$ cat config.mk
export PLATFORM = sky130hd
export DESIGN_NAME = pll_cfg_bank
export DESIGN_NICKNAME = d
export VERILOG_FILES = /design/src/rtl/pll_cfg_pkg.sv /design/src/rtl/pll_cfg_decode.sv /design/src/rtl/pll_cfg_slot.sv /design/src/rtl/pll_cfg_bank.sv
export SDC_FILE = /design/constraint.sdc
export NUM_CORES = 2
export LEC_CHECK = 0
export CAP_MARGIN = 10
export CORE_ASPECT_RATIO = 0.8
export CORE_MARGIN = 2
export CORE_UTILIZATION = 45
export CTS_CLUSTER_DIAMETER = 100
export DETAILED_ROUTE_END_ITERATION = 10
export PLACE_DENSITY = 0.68
export SLEW_MARGIN = 25
export SYNTH_ARGS = -nofsm -noshare
export SYNTH_HDL_FRONTEND = slang
export SYNTH_SLANG_ARGS = --single-unit
$ cat constraint.sdc
create_clock -name clk -period 4 [get_ports clk]
set_input_delay 1.2 -clock clk [delete_from_list [all_inputs] [get_ports clk]]
set_output_delay 1.2 -clock clk [all_outputs]
set_load 0.03 [all_outputs]
$ cat src/rtl/pll_cfg_pkg.sv
// Package: shared register layout and configuration record for the PLL bank.
// Assumes a 32-bit data bus and word offsets decoded on 3 address bits.
package pll_cfg_pkg;
    localparam int DATA_W     = 32;
    localparam int ADDR_W     = 3;
    localparam int MUL_W      = 8;
    localparam int FRAC_W     = 22;
    localparam int DIV_W      = 8;
    localparam int ID_FIELD_W = 4;
    localparam int MUL_LSB    = DATA_W - MUL_W;
    localparam int COMMIT_BIT = 8;
    localparam int DIVEN_BIT  = 8;
    localparam int PLLEN_BIT  = 9;
    localparam int LOCKEN_BIT = 10;
    localparam int BGAP_BIT   = 0;
    localparam int VREG_BIT   = 1;

    typedef enum logic [ADDR_W-1:0] {
        OFS_SELECT = 3'd0,
        OFS_CTRLA  = 3'd1,
        OFS_RATIO  = 3'd2,
        OFS_ANALOG = 3'd3,
        OFS_STATUS = 3'd4
    } reg_ofs_e;

    typedef struct packed {
        logic [MUL_W-1:0]  mul;
        logic [FRAC_W-1:0] frac;
        logic [DIV_W-1:0]  div;
        logic              div_en;
        logic              pll_en;
        logic              lock_en;
        logic              bgap_en;
        logic              vreg_en;
    } pll_cfg_t;

    // Build the control-A word from a record.
    function automatic logic [DATA_W-1:0] pack_ctrla(input pll_cfg_t c);
        logic [DATA_W-1:0] w;
        w = '0;
        w[DIV_W-1:0]  = c.div;
        w[DIVEN_BIT]  = c.div_en;
        w[PLLEN_BIT]  = c.pll_en;
        w[LOCKEN_BIT] = c.lock_en;
        return w;
    endfunction

    // Build the ratio word from a record.
    function automatic logic [DATA_W-1:0] pack_ratio(input pll_cfg_t c);
        logic [DATA_W-1:0] w;
        w = '0;
        w[DATA_W-1:MUL_LSB] = c.mul;
        w[FRAC_W-1:0]       = c.frac;
        return w;
    endfunction

    // Build the analog word from a record.
    function automatic logic [DATA_W-1:0] pack_analog(input pll_cfg_t c);
        logic [DATA_W-1:0] w;
        w = '0;
        w[BGAP_BIT] = c.bgap_en;
        w[VREG_BIT] = c.vreg_en;
        return w;
    endfunction
endpackage

$ cat src/rtl/pll_cfg_decode.sv
// Module: bus decode and instance selection for the PLL bank.
// Holds the selected instance number, turns bus writes into per-register
// strobes, and flags a commit together with the instance it names.
// Assumes one access per bus_en cycle; out-of-range numbers are dropped.
module pll_cfg_decode
    import pll_cfg_pkg::*;
#(
    parameter int NUM_PLL = 8,
    localparam int SEL_W  = $clog2(NUM_PLL)
) (
    input  logic              clk,
    input  logic              rst_n,
    input  logic              bus_en,
    input  logic              bus_we,
    input  logic [ADDR_W-1:0] bus_addr,
    input  logic [DATA_W-1:0] bus_wdata,
    output logic [SEL_W-1:0]  sel_o,
    output logic              wr_ctrla_o,
    output logic              wr_ratio_o,
    output logic              wr_analog_o,
    output logic              commit_o,
    output logic [SEL_W-1:0]  commit_id_o
);
    localparam logic [ID_FIELD_W-1:0] MAX_ID = ID_FIELD_W'(NUM_PLL - 1);

    logic                  wr_any;
    logic                  wr_select;
    logic [ID_FIELD_W-1:0] id_field;
    logic                  id_ok;
    logic [SEL_W-1:0]      sel_q;

    // Classify the current bus write by offset.
    always_comb begin
        wr_any      = bus_en && bus_we;
        wr_select   = wr_any && (bus_addr == OFS_SELECT);
        wr_ctrla_o  = wr_any && (bus_addr == OFS_CTRLA);
        wr_ratio_o  = wr_any && (bus_addr == OFS_RATIO);
        wr_analog_o = wr_any && (bus_addr == OFS_ANALOG);
        id_field    = bus_wdata[ID_FIELD_W-1:0];
        id_ok       = (id_field <= MAX_ID);
        commit_o    = wr_select && id_ok && bus_wdata[COMMIT_BIT];
        commit_id_o = id_field[SEL_W-1:0];
    end

    // Hold the selected instance; accept only valid instance numbers.
    always_ff @(posedge clk) begin
        if (!rst_n) begin
            sel_q <= '0;
        end else if (wr_select && id_ok) begin
            sel_q <= id_field[SEL_W-1:0];
        end
    end

    assign sel_o = sel_q;

    // an out-of-range number leaves the selection untouched.
    assert_bad_id_ignored_R3: assert property (@(posedge clk) disable iff (!rst_n)
        (wr_select && (id_field > MAX_ID)) |=> $stable(sel_q));

    // a valid select write is visible on the next cycle.
    assert_select_taken_R2: assert property (@(posedge clk) disable iff (!rst_n)
        (wr_select && id_ok) |=> (sel_q == $past(id_field[SEL_W-1:0])));
endmodule

$ cat src/rtl/pll_cfg_slot.sv
// Module: one PLL instance, with staged and live settings and a lock model.
// Staged fields change on register writes while the instance is selected.
// Live fields copy the staged ones on a commit that names this instance.
// The lock counter models settling time after start or ratio change.
// Assumes LOCK_CYCLES >= 2.
module pll_cfg_slot
    import pll_cfg_pkg::*;
#(
    parameter int LOCK_CYCLES = 16,
    localparam int CNT_W      = $clog2(LOCK_CYCLES + 1)
) (
    input  logic              clk,
    input  logic              rst_n,
    input  logic              stage_hit,
    input  logic              commit_hit,
    input  logic              wr_ctrla,
    input  logic              wr_ratio,
    input  logic              wr_analog,
    input  logic [DATA_W-1:0] wdata,
    output pll_cfg_t          staged_o,
    output pll_cfg_t          live_o,
    output logic              lock_o
);
    localparam logic [CNT_W-1:0] CNT_LOAD = CNT_W'(LOCK_CYCLES);

    pll_cfg_t         staged_q;
    pll_cfg_t         live_q;
    logic [CNT_W-1:0] cnt_q;
    logic             lock_q;
    logic             ratio_moved;
    logic             restart;

    // Staged copy: field writes land only while this slot is selected.
    always_ff @(posedge clk) begin
        if (!rst_n) begin
            staged_q <= '0;
        end else if (stage_hit) begin
            if (wr_ctrla) begin
                staged_q.div     <= wdata[DIV_W-1:0];
                staged_q.div_en  <= wdata[DIVEN_BIT];
                staged_q.pll_en  <= wdata[PLLEN_BIT];
                staged_q.lock_en <= wdata[LOCKEN_BIT];
            end
            if (wr_ratio) begin
                staged_q.mul  <= wdata[DATA_W-1:MUL_LSB];
                staged_q.frac <= wdata[FRAC_W-1:0];
            end
            if (wr_analog) begin
                staged_q.bgap_en <= wdata[BGAP_BIT];
                staged_q.vreg_en <= wdata[VREG_BIT];
            end
        end
    end

    // Live copy: replaced as a whole on commit.
    always_ff @(posedge clk) begin
        if (!rst_n) begin
            live_q <= '0;
        end else if (commit_hit) begin
            live_q <= staged_q;
        end
    end

    // Decide whether a commit restarts the lock sequence.
    always_comb begin
        ratio_moved = (staged_q.mul != live_q.mul) || (staged_q.frac != live_q.frac);
        restart     = commit_hit && staged_q.pll_en && (!live_q.pll_en || ratio_moved);
    end

    // Lock model: stop, restart, or count down toward lock.
    always_ff @(posedge clk) begin
        if (!rst_n) begin
            cnt_q  <= '0;
            lock_q <= 1'b0;
        end else if (commit_hit && !staged_q.pll_en) begin
            cnt_q  <= '0;
            lock_q <= 1'b0;
        end else if (restart) begin
            cnt_q  <= CNT_LOAD;
            lock_q <= 1'b0;
        end else if (cnt_q != '0) begin
            cnt_q <= cnt_q - 1'b1;
            if (cnt_q == CNT_W'(1)) begin
                lock_q <= 1'b1;
            end
        end
    end

    assign staged_o = staged_q;
    assign live_o   = live_q;
    assign lock_o   = lock_q && live_q.lock_en;

    // a commit copies the staged record into the live record.
    assert_commit_copies_R7: assert property (@(posedge clk) disable iff (!rst_n)
        commit_hit |=> (live_q == $past(staged_q)));

    // without a commit the live record holds.
    assert_live_holds_R8: assert property (@(posedge clk) disable iff (!rst_n)
        !commit_hit |=> $stable(live_q));

    // a stop commit clears the lock flag.
    assert_stop_clears_lock_R11: assert property (@(posedge clk) disable iff (!rst_n)
        (commit_hit && !staged_q.pll_en) |=> (!lock_q && !live_q.pll_en));

    // a ratio change on a running PLL drops lock and reloads the count.
    assert_ratio_restart_R9: assert property (@(posedge clk) disable iff (!rst_n)
        (commit_hit && staged_q.pll_en && ratio_moved) |=> (!lock_q && cnt_q == CNT_LOAD));

    // the lock flag rises only as the counter runs out.
    assert_lock_after_count_R9: assert property (@(posedge clk) disable iff (!rst_n)
        $rose(lock_q) |-> ($past(cnt_q) == CNT_W'(1)));
endmodule

$ cat src/rtl/pll_cfg_bank.sv
// Module: top of the banked PLL configuration register block.
// Decodes the shared window, builds one slot per instance, flattens the
// live settings onto output ports and muxes read data.
// Assumes 2 <= NUM_PLL <= 16 and a combinational read path.
module pll_cfg_bank
    import pll_cfg_pkg::*;
#(
    parameter int NUM_PLL     = 8,
    parameter int LOCK_CYCLES = 16,
    localparam int SEL_W      = $clog2(NUM_PLL)
) (
    input  logic                      clk,
    input  logic                      rst_n,
    input  logic                      bus_en,
    input  logic                      bus_we,
    input  logic [ADDR_W-1:0]         bus_addr,
    input  logic [DATA_W-1:0]         bus_wdata,
    output logic [DATA_W-1:0]         bus_rdata,
    output logic [NUM_PLL*MUL_W-1:0]  live_mul_o,
    output logic [NUM_PLL*FRAC_W-1:0] live_frac_o,
    output logic [NUM_PLL*DIV_W-1:0]  live_div_o,
    output logic [NUM_PLL-1:0]        div_en_o,
    output logic [NUM_PLL-1:0]        pll_en_o,
    output logic [NUM_PLL-1:0]        bandgap_en_o,
    output logic [NUM_PLL-1:0]        regulator_en_o,
    output logic [NUM_PLL-1:0]        lock_o
);
    logic [SEL_W-1:0] sel;
    logic             wr_ctrla;
    logic             wr_ratio;
    logic             wr_analog;
    logic             commit;
    logic [SEL_W-1:0] commit_id;
    pll_cfg_t         staged [NUM_PLL];
    pll_cfg_t         live   [NUM_PLL];
    logic [NUM_PLL-1:0] lock_vec;

    pll_cfg_decode #(.NUM_PLL(NUM_PLL)) u_decode (
        .clk         (clk),
        .rst_n       (rst_n),
        .bus_en      (bus_en),
        .bus_we      (bus_we),
        .bus_addr    (bus_addr),
        .bus_wdata   (bus_wdata),
        .sel_o       (sel),
        .wr_ctrla_o  (wr_ctrla),
        .wr_ratio_o  (wr_ratio),
        .wr_analog_o (wr_analog),
        .commit_o    (commit),
        .commit_id_o (commit_id)
    );

    for (genvar i = 0; i < NUM_PLL; i++) begin : g_slot
        pll_cfg_slot #(.LOCK_CYCLES(LOCK_CYCLES)) u_slot (
            .clk        (clk),
            .rst_n      (rst_n),
            .stage_hit  (sel == SEL_W'(i)),
            .commit_hit (commit && (commit_id == SEL_W'(i))),
            .wr_ctrla   (wr_ctrla),
            .wr_ratio   (wr_ratio),
            .wr_analog  (wr_analog),
            .wdata      (bus_wdata),
            .staged_o   (staged[i]),
            .live_o     (live[i]),
            .lock_o     (lock_vec[i])
        );

        // Flatten this instance's live settings onto the output ports.
        assign live_mul_o[i*MUL_W +: MUL_W]    = live[i].mul;
        assign live_frac_o[i*FRAC_W +: FRAC_W] = live[i].frac;
        assign live_div_o[i*DIV_W +: DIV_W]    = live[i].div;
        assign div_en_o[i]       = live[i].div_en;
        assign pll_en_o[i]       = live[i].pll_en;
        assign bandgap_en_o[i]   = live[i].bgap_en;
        assign regulator_en_o[i] = live[i].vreg_en;
    end

    assign lock_o = lock_vec;

    // Read mux: staged registers of the selected instance, or status.
    always_comb begin
        bus_rdata = '0;
        case (bus_addr)
            OFS_SELECT: bus_rdata[SEL_W-1:0]   = sel;
            OFS_CTRLA:  bus_rdata              = pack_ctrla(staged[sel]);
            OFS_RATIO:  bus_rdata              = pack_ratio(staged[sel]);
            OFS_ANALOG: bus_rdata              = pack_analog(staged[sel]);
            OFS_STATUS: bus_rdata[NUM_PLL-1:0] = lock_vec;
            default:    bus_rdata              = '0;
        endcase
    end

    // at most one instance is committed per cycle.
    assert_single_commit_R13: assert property (@(posedge clk) disable iff (!rst_n)
        $countones(pll_en_o ^ $past(pll_en_o)) <= 1);
endmodule

==> flow_summary.toml <==
[synth]
synthCells = 4238
synth_warnings = 0
synth.top_cell.area_share_pct = 40.56
ys_seq_area_share_pct = 40.56
synth_cell_types = 65
synthArstFlopShare_pct = 0
netlist_area_mm2 = 0.03647
synth_edf_count = 0
synth_seq_cells = 739
synth_flop_cell = "dfxtp_1"
synth_largest_area_cell = "dfxtp_1"
synth_area_per_cell_um2 = 8.606
ys_top_cells_by_area = "dfxtp_1 41%, nand2_1 13%, a21boi_0 13%"

[power_and_ir_drop]
p_per_area_mw_per_mm2 = 386.5
peakVddDrop_mv = 0.2765
power.static_leakage_uw = 0.01353

[placed_design]
gp_congestion = 1.012
dp.cells = 5248
place_hpwl_mm = 100.4
io_buffer_count = 410

[critical_path]
critPathBufInv = 3
cp_max_fo = 32
slowest_delay_ns = 1.02
crit_top_cell = "buf_4"
cp.required_ns = 2.80
reg2reg_setup_slack_ns = 1.36
arrival_ns = 2.80
path_class = "reg2out"
crit_family = "flip-flops"
worstSetupStartpointType = "flop"
crit_chain = "buf_4, mux2i_1, o22ai_4, buf_4, buf_12"
end_kind = "primary output"
critPathSlowestCell = "dfxtp_2"

[global_routing]
grt_pass1_wl_mm = 190.9
grt_overflow = 0
grt_max_degree = 142
antenna_found_initial = 8
grt_use_total_pct = 31.50
grt_pass1_vias = 26980

[die]
std_cell_rows = 93
ioPinCount = 415
fp.coreArea_mm2 = 0.08041
dieArea_mm2 = 0.08335
die_h_um = 258.6
fp.dieW_um = 322.3
initial_utilization_pct = 45.36

[status]
status = "finished with violations"
violations = "setup timing"

[cells_and_area]
fillCellCount = 7336
layout.cells.non_filler = 5400
drive_gt1_share_pct = 10.29
multi_input_area_mm2 = 0.01777
utilization_pct = 52.77
syn_to_final_growth_pct = 16.34
final_nets = 4301
regArea_mm2 = 0.01480

[sta]
post-route-period-util_pct = 100.1
setup_tns_ns = -0.003149
skew_ns = 0.03168
fin_hold_ws_ns = 0.4519
max_slew_margin_pct = 26.22
rsz0062_at_grt = "no"
hold_violations = 0
finalSetupViolCount = 1
tightestPinTransition_ns = 1.103
final_max_slew_viol_count = 0
worst_slack_ns = -0.003149
fmax_ghz = 0.2498
period_minus_slack_ns = 4.003

[drt]
drc = 0
drt_first_iter_violations = 4484
routedWlPerCell_um = 25.07
dr.pass1.iters = 5
drt-vias-per-instance = 5.580
drt_wl_total_mm = 135.4
vias = 30130
postRouteAntennaNets = 0

[clock_network]
tritoncts = "yes"
clock_latency_ns = 0.65
clkSinkCount = 739
cts_max_path_buffers = 3
clk_pin_slew_ns = 0.06
root_buffer = "clkbuf_16"
cts_htree_levels = 3
numCtsBuffers = 78

[flow_run]
max_cap_violations = 0

[worst_hold_path]
hold_class = "reg2reg"
-- cells in the mapped netlist, drive strengths merged (16+ instances only) --
library cell,number
ha,16
nor4,34
dfxtp,739
mux2i,83
o21ai,70
nor3,37
mux4,86
nand2,1242
clkbuf,151
inv,31
buf,488
nand4,79
xnor2,251
a21boi,639
a21oi,34
nand3,19
nor2,79
nor2b,55
-- area by class of cell --
class	instances	share of cell area [%]
repair buffers	566	13.68
multi-input cells	2830	41.88
inverters	31	0.2742
diodes	2	0.01180
clock inverters	23	0.5721
clock buffers	117	5.473
well taps	1092	3.220
flip-flops and latches	739	34.89
-- flip-flops by register name, indices dropped and copies added, names as in the netlist --
| name | cells |
|---|---|
| g_slot.u_slot.cnt_q | 40 |
| u_decode.sel_o | 3 |
| g_slot.u_slot.live_o | 344 |
| g_slot.u_slot.lock_q | 8 |
| g_slot.u_slot.staged_o | 344 |
-- placed cells by master (no fill, tap or decap), types with 35 or more instances in the layout --
cell type | Yosys | routed
clkdlybuf4s50_1 | 0 | 374
nor2_1 | 77 | 70
o21ai_0 | 65 | 65
dfxtp_1 | 739 | 736
mux2i_1 | 83 | 83
nor3_1 | 35 | 35
nand4_1 | 74 | 74
nor2b_1 | 55 | 54
xnor2_1 | 251 | 251
mux4_2 | 86 | 86
buf_4 | 353 | 136
clkbuf_16 | 0 | 81
a21boi_0 | 609 | 609
nand2_1 | 1242 | 1242
buf_12 | 0 | 47
-- routing by layer --
layer  wire length (µm)  vias up  global-route usage [%]
met2              53550     1687                   42.88
met4               5486       10                   11.63
met3              18330      225                   10.18
li1                   -    13800                       -
met1              57950    14410                   45.90
met5                 72        -                       0
-- what timing repair did --
item / in CTS / in global routing
hold buffers: 0 / 0
gates resized for setup: 12 / 6
endpoints found under the hold margin: 0 / 0
endpoints found under the setup margin: 30 / 4
setup buffers: 10 / 0
pin swaps: 1 / 1
-- power by group --
part           total [µW]  switching (µW)  internal [µW]
combinational        1330             760            568
clock                7430            3150           4280
sequential           7640             133           7510
-- path summary, 6_finish.rpt --
kind	startpoint	to	cells after the start
max	u_decode.sel_o[2]$_SDFFE_PN0N_	bus_rdata[8]	5
min	g_slot[0].u_slot.live_o[0]$_SDFFE_PN0P_	g_slot[0].u_slot.live_o[0]$_SDFFE_PN0P_	2
max reg2reg	g_slot[2].u_slot.staged_o[32]$_SDFFE_PN0P_	g_slot[2].u_slot.cnt_q[3]$_SDFFE_PP0P_	5
min reg2reg	g_slot[0].u_slot.live_o[0]$_SDFFE_PN0P_	g_slot[0].u_slot.live_o[0]$_SDFFE_PN0P_	2
-- worst reg2reg max path: stages, from the launching register on --
cell	delay [ns]
dfxtp_1	0.35
xnor2_1	0.48
nand4_1	0.23
nor4_1	0.79
a21oi_1	0.34
nor4_1	0.33
-- per-stage QoR --
stage	total power, µW	area (µm²)	setup WS, ns
after CTS	16410	42420	0.03896
after global placement	9061	39670	-0.4023
after global routing	16880	42430	0.0001217
after detailed placement	9093	39670	-0.4138
after floorplan	8721	36480	0.1861
final	16400	42430	-0.003149
-- logic make-up (layout without fill, tap and decap cells) --
family,Yosys count,count (layout),synth area share (%)
flops,739,739,40.56
mux,169,169,7.589
other cells,1,4,0.01028
fa+ha+maj,16,16,0.5489
compound gates,797,797,15.83
xor+xnor,253,253,6.076
buf+inv,670,737,10.98
simple gates,1593,1593,18.40
No activity file was read; power rests on OpenSTA's default activity.
